==> src/rtl/zreg_file.sv <==
module zreg_file #(
  parameter int XLEN       = 32,
  parameter int IDXW       = 5,
  parameter bit WRITE_THRU = 1'b0
) (
  input  logic            clk,
  input  logic            rst,
  input  logic [IDXW-1:0] rd_idx_a,
  output logic [XLEN-1:0] rd_data_a,
  input  logic [IDXW-1:0] rd_idx_b,
  output logic [XLEN-1:0] rd_data_b,
  input  logic            wr_en,
  input  logic [IDXW-1:0] wr_idx,
  input  logic [XLEN-1:0] wr_data
);
  localparam int NREG = 2 ** IDXW;

  logic [XLEN-1:0] regs [1:NREG-1];
  logic [XLEN-1:0] raw_a, raw_b;
  logic            wr_live;

  assign wr_live = wr_en && (wr_idx != '0);

  always_ff @(posedge clk) begin
    for (int i = 1; i < NREG; i++) begin
      if (rst)
        regs[i] <= '0;
      else if (wr_live && wr_idx == IDXW'(i))
        regs[i] <= wr_data;
    end
  end

  assign raw_a = (rd_idx_a == '0) ? '0 : regs[rd_idx_a];
  assign raw_b = (rd_idx_b == '0) ? '0 : regs[rd_idx_b];

  generate
    if (WRITE_THRU) begin : g_bypass
      assign rd_data_a = (wr_live && wr_idx == rd_idx_a) ? wr_data : raw_a;
      assign rd_data_b = (wr_live && wr_idx == rd_idx_b) ? wr_data : raw_b;
    end else begin : g_plain
      assign rd_data_a = raw_a;
      assign rd_data_b = raw_b;
    end
  endgenerate

  a_r2_zero_a: assert property (@(posedge clk) disable iff (rst)
    rd_idx_a == '0 |-> rd_data_a == '0);
  a_r2_zero_b: assert property (@(posedge clk) disable iff (rst)
    rd_idx_b == '0 |-> rd_data_b == '0);
  a_r4_write_lands_a: assert property (@(posedge clk) disable iff (rst)
    wr_en && wr_idx != '0 |=>
      (rd_idx_a != $past(wr_idx) || (WRITE_THRU && wr_en && wr_idx == rd_idx_a)
       || rd_data_a == $past(wr_data)));
  a_r4_write_lands_b: assert property (@(posedge clk) disable iff (rst)
    wr_en && wr_idx != '0 |=>
      (rd_idx_b != $past(wr_idx) || (WRITE_THRU && wr_en && wr_idx == rd_idx_b)
       || rd_data_b == $past(wr_data)));
  a_r7_reset_clears: assert property (@(posedge clk) disable iff (rst)
    $past(rst) && !(WRITE_THRU && wr_en) |-> rd_data_a == '0 && rd_data_b == '0);
endmodule

==> config.mk <==
export PLATFORM = sky130hd
export DESIGN_NAME = zreg_file
export DESIGN_NICKNAME = d
export VERILOG_FILES = /design/src/rtl/zreg_file.sv
export SDC_FILE = /design/constraint.sdc
export NUM_CORES = 2
export LEC_CHECK = 0
export ABC_AREA = 0
export ABC_CLOCK_PERIOD_IN_PS = 8510
export BUFFER_PORTS_ARGS = -buffer_cell sky130_fd_sc_hd__buf_2
export CAP_MARGIN = 10
export CORE_MARGIN = 2
export CORE_UTILIZATION = 36
export DETAILED_ROUTE_END_ITERATION = 16
export PLACE_DENSITY_LB_ADDON = 0.15
export SKIP_CTS_REPAIR_TIMING = 1
export SLEW_MARGIN = 20
export SYNTH_ARGS = -nofsm -noshare
export SYNTH_HDL_FRONTEND = slang
export SYNTH_SLANG_ARGS = --single-unit
==> constraint.sdc <==
create_clock -name clk -period 8.51 [get_ports clk]
set_clock_uncertainty 0.05 [all_clocks]
set_input_delay 0 -clock clk [delete_from_list [all_inputs] [get_ports clk]]
set_output_delay 0 -clock clk [all_outputs]
set_load 0.1 [all_outputs]
==> summary.md <==
### Status
- status: finished, final reports clean

### Global route
- total track usage: 0.262
- largest net degree at the start of global routing: 137
- total congestion overflow: 0
- number of global-route vias before repair: 35100
- antenna violations before repair: 17
- global-route wire length before repair: 280000 µm

### Cells and area
- fraction of the core area covered by cells at the end of the flow: 0.406
- Largest Register: regs
- filler cell count: 13600
- footprint of the multi-input gates: 22500 µm²
- proportion of layout cells with a drive suffix above 1: 0.166
- biggest registers after layout: regs (992)
- number of nets in the layout: 4026
- synthesis-to-layout area growth: 11.7%
- cell area after layout: 60000 µm²
- flip-flop and latch area: 29800 µm²
- max reg flops: 992

### STA
- final setup violation count: 0
- RSZ-0062 raised after global routing: no
- maximum clock frequency: 0.247 GHz
- max_slew headroom: 0.192
- time the final worst path needs with I/O delays and setup: 4.05 ns
- Final Worst Setup Slack: 4.46 ns
- Hold Fails Final Rpt: 0
- number of pins with negative max-slew slack in the final report: 0
- Final period util: 0.476
- accumulated negative setup slack: 0 ns
- slew at the pin closest to its max-slew limit: 1.21 ns

### Synthesis
- dominant register cell in the synthesized netlist: edfxtp_1
- number of distinct library cells after synthesis: 46
- yosys synthesis warning count: 0
- fraction of synthesis flops using an asynchronous set or reset pin: 0
- synthesis-stage register bit count: 992
- most frequent cell after synthesis: and2_1
- cell area after synthesis: 53700 µm²
- cell type contributing the most total cell area after synthesis: edfxtp_1
- leading cell types by total area after synthesis: edfxtp_1 (55%), and2_1 (12%), mux2i_1 (11%)
- area fraction of the dominant cell type after synthesis: 0.554
- Post-Syn Nets: 4086
- most common library cells after synthesis: and2_1 (994), edfxtp_1 (992), mux2i_1 (584)
- Gate Count Post-Synth: 4036
- sequential element share of the synthesized area: 0.554
- average cell area after synthesis: 13.3 µm²
- Post-synth EDFFs: 992

### Power and ir drop
- switching pwr: 0.00350 W
- power per cell area: 206 nW/µm²
- Logic pwr share: 0.146
- internal power of the cells: 0.00887 W
- sequential share of power: 0.469
- largest vdd supply drop: 155 µV
- fraction of power spent switching nets: 0.283
- Clock Power Share: 0.385
- LEAKAGE: 21.6 nW

### Die
- die outline area: 152000 µm²
- row count: 141
- floorplan core area: 148000 µm²
- Initial Utilization: 0.363
- chip width: 390 µm
- Ports: 114
- height of the chip: 390 µm

### Routing
- Post-route DRC: 0
- Detailed Route WL: 202000 µm
- vias per cell: 5.88
- remaining antenna violation count: 0
- number of violations reported at the end of detailed-routing iteration 0: 3911
- via count: 35300
- detailed-routing iteration count for the pre-antenna-repair pass: 8
- Routed wire per std cell: 33.7 µm

### CTS
- clock tree root driver cell: clkbuf_16
- CTS Buffer Depth: 3
- clock input transition at the sequential cells of the worst setup and hold paths: 0.07 ns
- htree depth: 3
- # clock sinks: 992
- CTS tree: yes
- clock buffer count from CTS: 112

### Placed design
- routability-driven placement congestion ratio: 0.886
- quantity of I/O buffers inserted on ports: 113
- placed instance area: 56100 µm²
- placed wire-length estimate: 116000 µm
- worst setup slack after placement: 4.15 ns

### Setup path
- data arrival at the endpoint of the critical path: 4.00 ns
- data required time of the critical path: 8.46 ns
- Critical Setup Path Class: in -> out
- critical path startpoint category: input pin
- maximum net fanout on the critical path: 115
- capturing element type of the critical path: primary output

### Run
- number of max-cap violations: 0

### Worst hold path
- kind of path behind the tightest hold check: in -> reg

-- cell usage in the layout, fill, tap and decap left out, types with 83 or more instances in the layout --
master / n
a21oi_1: 100
a22oi_1: 100
and2_1: 992
buf_2: 106
buf_4: 86
clkbuf_16: 115
edfxtp_1: 992
mux2i_1: 584
mux4_2: 204
nand2_1: 83
nor2_1: 121
-- worst max-delay path: stages --
cell and delay (ns):
buf_8 0.48, buf_12 0.67, or3b_4 0.27, buf_6 0.68, o221ai_1 0.22, a221oi_1 0.88
a211oi_1 0.24, buf_2 0.38
-- power groups by stage --
stage / Clock [W] / Sequential (W) / Combinational (W)
after global routing: 0.00501 / 0.00583 / 0.00187
after floorplan: 0 / 0.00585 / 0.00118
after detailed placement: 0 / 0.00590 / 0.00179
after global placement: 0 / 0.00589 / 0.00179
final: 0.00476 / 0.00580 / 0.00181
after CTS: 0.00482 / 0.00580 / 0.00179
-- stage by stage --
step | power [W] | hold WS (ns) | std cells
3_3_place_gp | 0.00768 | 0.610 | 5754
2_1_floorplan | 0.00703 | 0.148 | 4036
6_report | 0.0124 | 0.224 | 6014
3_5_place_dp | 0.00769 | 0.609 | 5758
4_1_cts | 0.0124 | -0.168 | 5965
5_1_grt | 0.0127 | 0.217 | 6002
-- path summary, 6_finish.rpt --
kind | start | to | slack (ns) | cells after the start
worst min-delay path | wr_idx[0] | regs[3][0] | 0.22 | 3
worst max-delay path | rd_idx_b[2] | rd_data_b[2] | 4.46 | 8
-- cells by family (layout without fill, tap and decap cells) --
family,Yosys count,count (layout),share of synthesized area
other,0,15,0
buffers and inverters,416,449,0.0367
flip-flops,992,992,0.554
AND/OR/NAND/NOR,1365,1365,0.149
AO/OA/AOI/OAI,447,447,0.0599
multiplexers,816,816,0.200
-- routing by layer --
metal	vias to the layer above	global-route usage	routed length, µm
li1	15100	-	-
met1	18400	0.368	87500
met2	1541	0.403	91700
met3	351	0.0385	13600
met4	6	0.113	9660
met5	-	0	43
-- cell type report --
cell class,count,area share
diodes,15,0.000625
clock buffers,147,0.0499
clock inverters,60,0.00811
inverters,1,0.0000625
multi-input cells,2628,0.375
flip-flops and latches,992,0.496
well taps,1930,0.0402
repair buffers,241,0.0303
No activity file was read; power rests on OpenSTA's default activity.
